**config.mk**
```make
export PLATFORM = sky130hd
export DESIGN_NAME = iter_muldiv
export DESIGN_NICKNAME = d
export VERILOG_FILES = /design/src/rtl/muldiv_pkg.sv /design/src/rtl/md_operand_prep.sv /design/src/rtl/md_mul_step.sv /design/src/rtl/md_div_step.sv /design/src/rtl/iter_muldiv.sv
export SDC_FILE = /design/constraint.sdc
export NUM_CORES = 1
export LEC_CHECK = 0
export BUFFER_PORTS_ARGS = -buffer_cell sky130_fd_sc_hd__buf_2
export CORE_ASPECT_RATIO = 0.9
export CORE_MARGIN = 2
export CORE_UTILIZATION = 40
export DETAILED_ROUTE_END_ITERATION = 8
export GPL_TIMING_DRIVEN = 0
export HOLD_SLACK_MARGIN = 0.08
export PLACE_DENSITY = 0.64
export SLEW_MARGIN = 20
export SYNTH_ARGS = -nofsm -noshare
export SYNTH_HDL_FRONTEND = slang
export SYNTH_HIERARCHICAL = 1
export SYNTH_SLANG_ARGS = --single-unit
```
**constraint.sdc**
```tcl
create_clock -name clk -period 4.1 [get_ports clk]
set_clock_uncertainty 0.05 [all_clocks]
set_input_delay 0.82 -clock clk [delete_from_list [all_inputs] [get_ports clk]]
set_output_delay 0.82 -clock clk [all_outputs]
set_load 0.03 [all_outputs]
```
**src/rtl/muldiv_pkg.sv**
```systemverilog
package muldiv_pkg;
    typedef enum logic [1:0] {
        OP_MULU = 2'b00,
        OP_MULS = 2'b01,
        OP_DIVU = 2'b10,
        OP_DIVS = 2'b11
    } md_op_e;

    typedef enum logic {
        PH_IDLE = 1'b0,
        PH_RUN  = 1'b1
    } md_phase_e;
endpackage

```
**src/rtl/md_operand_prep.sv**
```systemverilog
module md_operand_prep #(
    parameter int W = 16
) (
    input  logic [W-1:0] a,
    input  logic [W-1:0] b,
    input  logic         is_signed,
    input  logic         is_div,
    output logic [W-1:0] mag_a,
    output logic [W-1:0] mag_b,
    output logic         neg
);
    logic a_neg, b_neg, div_zero;

    always_comb begin
        a_neg    = is_signed & a[W-1];
        b_neg    = is_signed & b[W-1];
        mag_a    = a_neg ? (~a + 1'b1) : a;
        mag_b    = b_neg ? (~b + 1'b1) : b;
        div_zero = is_div & (b == '0);
        // the all-ones quotient for a zero divisor is never negated
        neg      = (a_neg ^ b_neg) & ~div_zero;
    end
endmodule

```
**src/rtl/md_mul_step.sv**
```systemverilog
module md_mul_step #(
    parameter int W = 16
) (
    input  logic [W-1:0] acc,
    input  logic [W-1:0] mcand,
    input  logic [W-1:0] mplier,
    output logic [W-1:0] acc_n,
    output logic [W-1:0] mcand_n,
    output logic [W-1:0] mplier_n,
    output logic         last
);
    always_comb begin
        acc_n    = mplier[0] ? (acc + mcand) : acc;
        mcand_n  = {mcand[W-2:0], 1'b0};
        mplier_n = {1'b0, mplier[W-1:1]};
        last     = (mplier_n == '0);
    end
endmodule

```
**src/rtl/md_div_step.sv**
```systemverilog
module md_div_step #(
    parameter int W = 16
) (
    input  logic [W-1:0] rem,
    input  logic [W-1:0] quo,
    input  logic [W-1:0] dvsr,
    output logic [W-1:0] rem_n,
    output logic [W-1:0] quo_n
);
    logic [W:0]   shifted;
    logic [W+1:0] trial;
    logic         fits;

    always_comb begin
        shifted = {rem, quo[W-1]};
        trial   = {1'b0, shifted} - {2'b00, dvsr};
        fits    = ~trial[W+1];
        rem_n   = fits ? trial[W-1:0] : shifted[W-1:0];
        quo_n   = {quo[W-2:0], fits};
    end
endmodule

```
**src/rtl/iter_muldiv.sv**
```systemverilog
module iter_muldiv
    import muldiv_pkg::*;
#(
    parameter int W = 16
) (
    input  logic         clk,
    input  logic         rst_n,
    input  logic         start,
    input  logic [1:0]   op,
    input  logic [W-1:0] opa,
    input  logic [W-1:0] opb,
    output logic         busy,
    output logic         done,
    output logic [W-1:0] result
);
    localparam int CNT_W = $clog2(W);
    localparam logic [CNT_W-1:0] LAST_DIV = CNT_W'(W - 1);

    typedef struct packed {
        md_phase_e        phase;
        logic             is_div;
        logic             neg;
        logic [CNT_W-1:0] cnt;
        logic [W-1:0]     acc;   // product accumulator or remainder
        logic [W-1:0]     opx;   // multiplicand or divisor
        logic [W-1:0]     opy;   // multiplier or dividend/quotient
        logic [W-1:0]     res;
        logic             done;
    } md_state_t;

    md_state_t st_d, st_q;

    logic [W-1:0] mag_a, mag_b;
    logic         prep_neg;
    logic [W-1:0] m_acc_n, m_mcand_n, m_mplier_n;
    logic         m_last;
    logic [W-1:0] d_rem_n, d_quo_n;
    logic [W-1:0] fin_val;
    logic         fin;

    md_operand_prep #(.W(W)) u_prep (
        .a         (opa),
        .b         (opb),
        .is_signed (op[0]),
        .is_div    (op[1]),
        .mag_a     (mag_a),
        .mag_b     (mag_b),
        .neg       (prep_neg)
    );

    md_mul_step #(.W(W)) u_mul (
        .acc      (st_q.acc),
        .mcand    (st_q.opx),
        .mplier   (st_q.opy),
        .acc_n    (m_acc_n),
        .mcand_n  (m_mcand_n),
        .mplier_n (m_mplier_n),
        .last     (m_last)
    );

    md_div_step #(.W(W)) u_div (
        .rem   (st_q.acc),
        .quo   (st_q.opy),
        .dvsr  (st_q.opx),
        .rem_n (d_rem_n),
        .quo_n (d_quo_n)
    );

    always_comb begin
        st_d    = st_q;
        st_d.done = 1'b0;
        fin     = 1'b0;
        fin_val = '0;
        unique case (st_q.phase)
            PH_IDLE: begin
                if (start) begin
                    st_d.phase  = PH_RUN;
                    st_d.is_div = op[1];
                    st_d.neg    = prep_neg;
                    st_d.cnt    = '0;
                    st_d.acc    = '0;
                    st_d.opx    = op[1] ? mag_b : mag_a;
                    st_d.opy    = op[1] ? mag_a : mag_b;
                end
            end
            PH_RUN: begin
                if (st_q.is_div) begin
                    st_d.acc = d_rem_n;
                    st_d.opy = d_quo_n;
                    st_d.cnt = st_q.cnt + 1'b1;
                    fin      = (st_q.cnt == LAST_DIV);
                    fin_val  = d_quo_n;
                end else begin
                    st_d.acc = m_acc_n;
                    st_d.opx = m_mcand_n;
                    st_d.opy = m_mplier_n;
                    fin      = m_last;
                    fin_val  = m_acc_n;
                end
                if (fin) begin
                    st_d.phase = PH_IDLE;
                    st_d.done  = 1'b1;
                    st_d.res   = st_q.neg ? (~fin_val + 1'b1) : fin_val;
                end
            end
            default: st_d.phase = PH_IDLE;
        endcase
    end

    always_ff @(posedge clk) begin
        if (!rst_n) begin
            st_q <= '0;
        end else begin
            st_q <= st_d;
        end
    end

    assign busy   = (st_q.phase == PH_RUN);
    assign done   = st_q.done;
    assign result = st_q.res;
endmodule

```
Word level (Yosys, flattened, before mapping). Index checks and enable logic that the tools add are counted.

Add/subtract/negate cells: 6. $mul: 0. Divide/modulo/power cells: 0. Order comparisons: 0. Equal/unequal tests: 4. Shifts and indexed selects: 0. Muxes and demuxes: 20. Bitwise gates (word level): 11. Reductions and logical operators: 7.

Operator list (number): 16-bit 2-to-1 mux (12); 52-bit case mux with 2 select lines (1); 55-bit 2-to-1 mux (1); 16-bit by 1-bit adder with 16-bit output (second input constant) (3); 16-bit inverter (3); 17-bit by 16-bit subtractor with 18-bit output (1); 16-bit adder (1); 16-bit zero test (1); 15-bit zero test (1); 2-bit AND reduction (5); 2-bit != test (second input constant) (3); 4-bit by 1-bit adder with 4-bit output (second input constant) (1); 1-bit bitwise AND (4); 4-bit equality test (second input constant) (1); 1-bit 2-to-1 mux (4); 4-bit 2-to-1 mux (1); 1-bit inverter (3); 1-bit case mux with 2 select lines (1); 1-bit XOR (1).

Register bits after elaboration: 72. Latch bits: 0. Bits in writable memories: 0. Bits in read-only memories: 0. Input port bits: 37. Output and inout port bits: 18. Word-level logic and storage cells: 57. Memories kept: 0.

Logic depth before layout (Yosys ltp). Gate-level depths: netlist (run 1).

Depth in word-level cells: 7. Gate-level depth with buffers: 17. Depth with buffers taken out: 14.

Modules after synthesis. Netlist (run 1), hierarchy kept.

Modules (own cells, without submodules): iter_muldiv (times used 1, cells an instance 527, area each 4418.0 um^2, sequential area each 1441.4 um^2); md_div_step (times used 1, cells an instance 173, area each 1282.5 um^2, sequential area each 0.0 um^2); md_mul_step (times used 1, cells an instance 153, area each 1238.7 um^2, sequential area each 0.0 um^2); md_operand_prep (times used 1, cells an instance 101, area each 673.1 um^2, sequential area each 0.0 um^2).

Least setup slack after synthesis (run 1). No wires, ideal clock.

Path kind: register -> register. From: register st_q[34] in the netlist's numbering. To: register st_q, in the netlist result[8]. Setup time: 0.122 ns. Data arrival time: 3.597 ns. Required time: 3.928 ns. Path slack: 0.331 ns. Stages on the path, launching flop included: 17. Buffers on the path: 2. Clock period less this slack: 3.769 ns. Cell sequence: dfxtp_1 -> inv_1 -> ha_1 -> nor2b_1 -> o31a_1 -> o31a_4 -> a21oi_4 -> o31ai_4 -> buf_8 -> buf_4 -> a21oi_1 -> ha_1 -> or4b_1 -> o31a_1 -> o31ai_1 -> nor4_1 -> a311o_1.

Longest elaborated chain between the ends: 7. Elaborated cells between the ends (all ways): 9. Classes of those cells: add/sub: 3; mux: 4; bitwise: 2.

RTL lines: from (decl) (RTL line iter_muldiv.sv:31) `md_state_t st_d, st_q;`; from (signal assigned) (RTL line iter_muldiv.sv:114) `st_q <= st_d;`; 17-bit by 16-bit subtractor with 18-bit output (RTL line md_div_step.sv:16) `trial = {1'b0, shifted} - {2'b00, dvsr};`; 1-bit inverter (RTL line md_div_step.sv:17) `fits = ~trial[W+1];`; via u_div.fits (RTL line md_div_step.sv:12) `logic fits;`; 16-bit 2-to-1 mux (RTL line iter_muldiv.sv:87) `if (st_q.is_div) begin`; 16-bit 2-to-1 mux (RTL line iter_muldiv.sv:74) `unique case (st_q.phase)`; 16-bit inverter (RTL line iter_muldiv.sv:103) `st_d.res = st_q.neg ? (~fin_val + 1'b1) : fin_val;`; 16-bit by 1-bit adder with 16-bit output (RTL line iter_muldiv.sv:103); 16-bit 2-to-1 mux (RTL line iter_muldiv.sv:103).

The timed path passes the listed nets, and every way through them passes these cells. The select of a mux whose other input is x is not followed. A chain may end at the register's enable or synchronous reset.

Worst setup path after layout (run 1).
From: register st_q[34] in the netlist's numbering. To: register st_q, in the netlist result[10].

Same word-level chain as after synthesis.

==> flow_summary.json, run 1 <==
{
  "synthArstFlopShare": 0,
  "synth_cells": 954,
  "overflow": 0,
  "drive_gt1_frac": 0.225,
  "die-area_sq_um": 20200,
  "maxCapViolations": 0,
  "dr.pass1.iters": 5,
  "path_clk_slew_ns": 0.06,
  "slowest_delay_ns": 0.46,
  "drt-total-wl_mm": 22.1,
  "cts_buffer_depth": 2,
  "die_x_microns": 149,
  "antenna-diode-count": 0,
  "yosys.area.top_type_share": 0.189,
  "antenna_found_initial": 0,
  "yosys.area.top_type": "dfxtp_1",
  "drc": 0,
  "power-per-cell-area_nw_per_um2": 305,
  "clock_latency_ns": 0.35,
  "synthTopCellsByArea": "dfxtp_1, mux2i_1, buf_4, a21oi_1, ha_1",
  "synth_area_per_cell_sq_um": 7.98,
  "cts_made_buffers": 9,
  "grt_pass1_wl_mm": 34.6,
  "synth_seq_cells": 72,
  "detail_route.iter0.violations": 504,
  "netlist-cell-type-count": 90,
  "cts_root_buf": "clkbuf_16",
  "hold_path.class": "reg -> reg",
  "period_share": 0.953,
  "clkSinkCount": 72,
  "crit_path_end_kind": "register",
  "worstPathCellList": "inv_1, ha_1, nor2b_1, o31a_1, o31a_4, a21oi_4, o31ai_4, buf_8, buf_4, a21oi_4, ha_2, or4b_4, o31a_1, o41ai_2, xnor2_1, o21ai_1",
  "critPathLaunchType": "register",
  "post-route-min-period_ns": 3.91,
  "antenna_left": 0,
  "initial_core_util": 0.411,
  "timing_max_transition_violations_final": 0,
  "cp.arrival_ns": 4.09,
  "io_buffers": 53,
  "cts_tree": "yes",
  "p_sw_mw": 0.926,
  "seq_area_frac_synth": 0.189,
  "num_vias": 7056,
  "cp_max_fo": 10,
  "core-area_sq_um": 18500,
  "tightestPinTransition_ns": 0.928,
  "rows": 47,
  "finalSetupViolations": 0,
  "cp.required_ns": 4.28,
  "synth_edf_count": 0,
  "timing.final.hold_violations": 0,
  "status": "finished, final reports clean",
  "final_net_count": 1099,
  "routedWlPerCell_microns": 17.3,
  "final_cells": 1275,
  "p_int_mw": 1.69,
  "grt_setup_unrepaired": "no",
  "critPathSlowestCell": "or4b_4",
  "htree_num_levels": 3,
  "area_growth_pct": 12.9,
  "slew-limit-headroom": 0.373,
  "ctsHoldBuffers": 0,
  "synth_ff_type": "dfxtp_1",
  "p_comb_frac": 0.365,
  "routed_via_density": 5.53,
  "die_h_microns": 135,
  "dp.cells": 1253,
  "fmax_mhz": 256,
  "peakVddDrop_v": 0.000250,
  "grt_usage": 0.219,
  "netlist_area_sq_um": 7610,
  "ys.warnings.count": 6,
  "seqPwrFrac": 0.302,
  "finalWeightedCongestion": 0.925,
  "switching_share": 0.353,
  "p_leak_nw": 3.70,
  "worst_hold_slack_ns": 0.397,
  "final.fill_count": 1887,
  "grt_pass1_vias": 6550,
  "grt_max_degree": 14,
  "clock_power_share": 0.333,
  "num_io_pins": 55,
  "place_hpwl_mm": 17.7,
  "path_class": "reg -> reg"
}
[metal layers]
layer	vias up	global-route usage	part of all wire
li1	3540	-	-
met1	3293	0.304	0.48
met2	192	0.333	0.43
met3	31	0.0601	0.070
met4	0	0.0619	0.022
met5	-	0	0
[synth_stat cells, drive strengths merged (29+ instances only)]
cell type	n
dfxtp	72
buf	89
o21ai	37
a21oi	92
nand2	49
nor2b	35
xor2	29
inv	31
a211oi	55
mux2i	56
nor2	93
ha	35
mux2	31
[kinds of logic (layout without fill, tap and decap cells)]
group,Yosys count,in the layout,share of synthesized area
adders and majority gates,37,37,0.0628
buffers and inverters,148,223,0.114
AOI/OAI and AO/OA,270,270,0.241
DFF,72,72,0.189
xor gates and xnor gates,57,57,0.0656
other,1,2,0.000493
and+or+nand+nor,282,282,0.202
muxes,87,87,0.125
[metrics by stage]
stage / setup slack, ns / utilization / instance area, sq um / TNS, ns / total power [mW]
2_1_floorplan: 0.331 / - / 7620 / 0 / 1.48
3_3_place_gp: -0.426 / 0.442 / 8190 / -0.763 / 1.71
3_5_place_dp: -0.451 / 0.442 / 8190 / -0.969 / 1.72
4_1_cts: 0.0380 / 0.461 / 8540 / 0 / 2.60
5_1_grt: 0.0288 / 0.464 / 8590 / 0 / 2.75
6_report: 0.193 / 0.464 / 8590 / 0 / 2.62
[sequential cells by signal (all words and copies together), names as in the netlist]
| register | count |
|---|---|
| done | 1 |
| busy | 1 |
| st_q | 54 |
| result | 16 |
[area by class of cell]
| type | instances | area, sq um | share of cell area |
|---|---|---|---|
| multi-input cells | 735 | 5340 | 0.621 |
| clock buffers | 10 | 229 | 0.0267 |
| well taps | 245 | 307 | 0.0357 |
| clock inverters | 6 | 92.6 | 0.0108 |
| flip-flops and latches | 72 | 1450 | 0.168 |
| plain buffers | 117 | 751 | 0.0874 |
| inverters | 31 | 116 | 0.0135 |
| repair buffers | 59 | 310 | 0.0361 |
[power groups by stage]
stage               Sequential [mW]  Combinational, mW  Clock [mW]
finish                        0.792              0.955       0.873
global route                  0.797               1.04       0.912
CTS                           0.790              0.928       0.884
detailed placement            0.805              0.917           0
global placement              0.805              0.908           0
floorplan                     0.785              0.698           0
[worst max-delay path, delay by kind of cell (launching register included)]
family | cells | cell delay (ns)
XOR/XNOR | 1 | 0.16
AO/OA/AOI/OAI | 8 | 1.67
buffers and inverters | 3 | 0.42
AND/OR/NAND/NOR | 2 | 0.61
adder cells (fa/ha/maj) | 2 | 0.47
flip-flops | 1 | 0.40
[final timing paths]
kind             start          to  slack [ns]  cells after the start
min reg2reg  result[5]   result[5]        0.40                      2
max           st_q[34]  result[10]        0.19                     16
min          result[5]   result[5]        0.40                      2
max reg2reg   st_q[34]  result[10]        0.19                     16
[cell usage in the layout, fill, tap and decap left out, drive strengths merged, types with 3 or more instances in the layout]
master	count
buf	148
nor2	93
a21oi	92
dfxtp	72
mux2i	56
a211oi	55
nand2	49
clkbuf	38
o21ai	37
nor2b	35
ha	35
inv	32
mux2	31
xor2	29
xnor2	28
a21o	24
nor3	21
nor3b	20
a31oi	13
nand3	11
nor4	11
o31ai	9
nand2b	7
and2	7
nand3b	6
and3	6
o21a	5
o22ai	4
o211ai	4
and4	3
nand4	3
nor4b	3
o41ai	3
o31a	3
[timing repair]
action	CTS	global route
cloned	0	0
pin swaps	1	5
hold endpoints to repair	0	0
endpoints found under the setup margin	6	2
setup buffers	1	5
resized for setup	6	3
Note: power is estimated with default switching activity, not from simulation.
==> run 2, diff against run 1 <==
Settings changed: MAX_ROUTING_LAYER from default to met4.
==> flow_summary.json, run 2 (synthesized netlist as in run 1, its figures left out) <==
{
  "status": "finished, final reports clean",
  "crit_path_end_kind": "register",
  "rr_endpoint": "result[8]",
  "slowest_delay_ns": 0.46,
  "regMostFlops": "st_q",
  "htree_num_levels": 3,
  "post-route-min-period_ns": 3.93,
  "r2r_cells": 16,
  "cp.depth": 16,
  "num_io_pins": 55,
  "dr.pass1.iters": 6,
  "grt_max_degree": 14,
  "tightestPinTransition_ns": 0.912,
  "finalWeightedCongestion": 0.934,
  "grt_pass1_vias": 6398,
  "cp.required_ns": 4.29,
  "antenna_found_initial": 0,
  "period_share": 0.958,
  "ctsHoldBuffers": 0,
  "timing.final.hold_violations": 0,
  "largest_reg_flops": 54,
  "cts_buffer_depth": 2,
  "die_x_microns": 149,
  "detail_route.iter0.violations": 535,
  "grt_setup_unrepaired": "no",
  "num_vias": 7002,
  "drt-total-wl_mm": 22.3,
  "hold_path.class": "reg -> reg",
  "maxCapViolations": 0,
  "place_hpwl_mm": 17.8,
  "antenna-diode-count": 0,
  "cts_tree": "yes",
  "critPathLaunchType": "register",
  "p_leak_nw": 3.73,
  "cp.arrival_ns": 4.12,
  "clock_latency_ns": 0.36,
  "antenna_left": 0,
  "final_cell_mix": "nor2_1, a21oi_1, buf_4",
  "routed_via_density": 5.48,
  "pre_cts_ws_ns": -0.453,
  "slew-limit-headroom": 0.383,
  "peakVddDrop_v": 0.000216,
  "drc": 0,
  "cp_max_fo": 10,
  "tns_ns": 0,
  "setup_ws_ns": 0.174,
  "grt_pass1_wl_mm": 34.8,
  "io_buffers": 53,
  "r2r_slack_ns": 0.17,
  "path_clk_slew_ns": 0.06,
  "critPathSlowestCell": "or4b_1",
  "final_common_cell": "nor2_1",
  "cp_top_family": "compound AO/OA/AOI/OAI gates",
  "r2r_start": "st_q[34]",
  "overflow": 0,
  "cts_made_buffers": 9,
  "final_net_count": 1102,
  "final.fill_count": 1858,
  "crit_buf_inv": 3,
  "clkSinkCount": 72,
  "rows": 47,
  "die-area_sq_um": 20200,
  "initial_core_util": 0.411,
  "power-per-cell-area_nw_per_um2": 304,
  "grt_usage": 0.226,
  "area_growth_pct": 13.3,
  "routedWlPerCell_microns": 17.4,
  "worstPathCellList": "inv_1, ha_1, nor2b_1, o31a_1, o31a_4, a21oi_4, o31ai_4, buf_8, buf_4, a21oi_4, ha_4, or4b_1, o31a_1, o31ai_4, nor4_1, a311o_1",
  "path_class": "reg -> reg",
  "core-area_sq_um": 18500,
  "crit_start": "st_q[34]",
  "fmax_mhz": 255,
  "finalPower_mw": 2.62,
  "drive_gt1_frac": 0.229,
  "die_h_microns": 135,
  "cts_root_buf": "clkbuf_16",
  "finalSetupViolations": 0,
  "timing_max_transition_violations_final": 0,
  "critPathCapture": "result[8]"
}
==> run 2: cell count changes in the layout (fill, tap and decap cells not counted), moves of 2 or more <==
cell	before	now
buf_4	74	77
clkinvlp_4	2	0
dfxtp_1	70	67
dfxtp_2	1	4
==> run 2: worst min path at each step <==
stage	from	to	cells past startpoint
6_report	result[7]	result[7]	2
3_3_place_gp	result[10]	result[10]	2
4_1_cts	result[7]	result[7]	2
3_5_place_dp	result[7]	result[7]	2
5_1_grt	result[7]	result[7]	2
2_1_floorplan	result[10]	result[10]	2
==> run 2: area by class of cell <==
type,instances,area (sq um),share of cell area
buffer,117,751,0.0871
sequential,72,1450,0.168
inverter,31,116,0.0135
clock inverter,6,91.3,0.0106
clock buffer,10,229,0.0266
multi-input combinational,735,5350,0.620
timing repair buffer,62,333,0.0386
tap,245,307,0.0356
==> run 2: worst reg2reg max path, cell delays in order (launching register included) <==
cell     delay [ns]
dfxtp_4        0.39
inv_1          0.09
ha_1           0.26
nor2b_1        0.14
o31a_1         0.34
o31a_4         0.31
a21oi_4        0.21
o31ai_4        0.11
buf_8          0.18
buf_4          0.17
a21oi_4        0.18
ha_4           0.16
or4b_1         0.46
o31a_1         0.19
o31ai_4        0.23
nor4_1         0.07
a311o_1        0.26
==> run 2: power breakdown <==
group	total (mW)	internal [mW]	switching [mW]
clock	0.869	0.537	0.332
combinational	0.964	0.420	0.544
sequential	0.791	0.739	0.0529
==> run 2: per-stage QoR <==
stage	instances	instance area [sq um]	hold WS (ns)	util
floorplan	955	7620	0.376	-
global placement	1253	8190	0.390	0.442
detailed placement	1253	8190	0.394	0.442
CTS	1270	8530	0.403	0.461
global route	1278	8620	0.412	0.465
finish	1278	8620	0.399	0.465
==> run 2: routing by layer <==
metal	wire (microns)	vias to the layer above	track usage
met3	1420	13	0.0551
met5	0	-	-
met2	9700	186	0.341
met1	11000	3266	0.312
met4	174	0	0.0365
li1	-	3537	-
==> run 2: what timing repair did <==
| action | CTS | global route |
|---|---|---|
| endpoints found under the setup margin | 6 | 3 |
| pin swaps | 2 | 6 |
| gates cloned | 0 | 0 |
| buffers inserted | 1 | 8 |
| gates resized for setup | 5 | 7 |
| hold endpoints to repair | 0 | 0 |
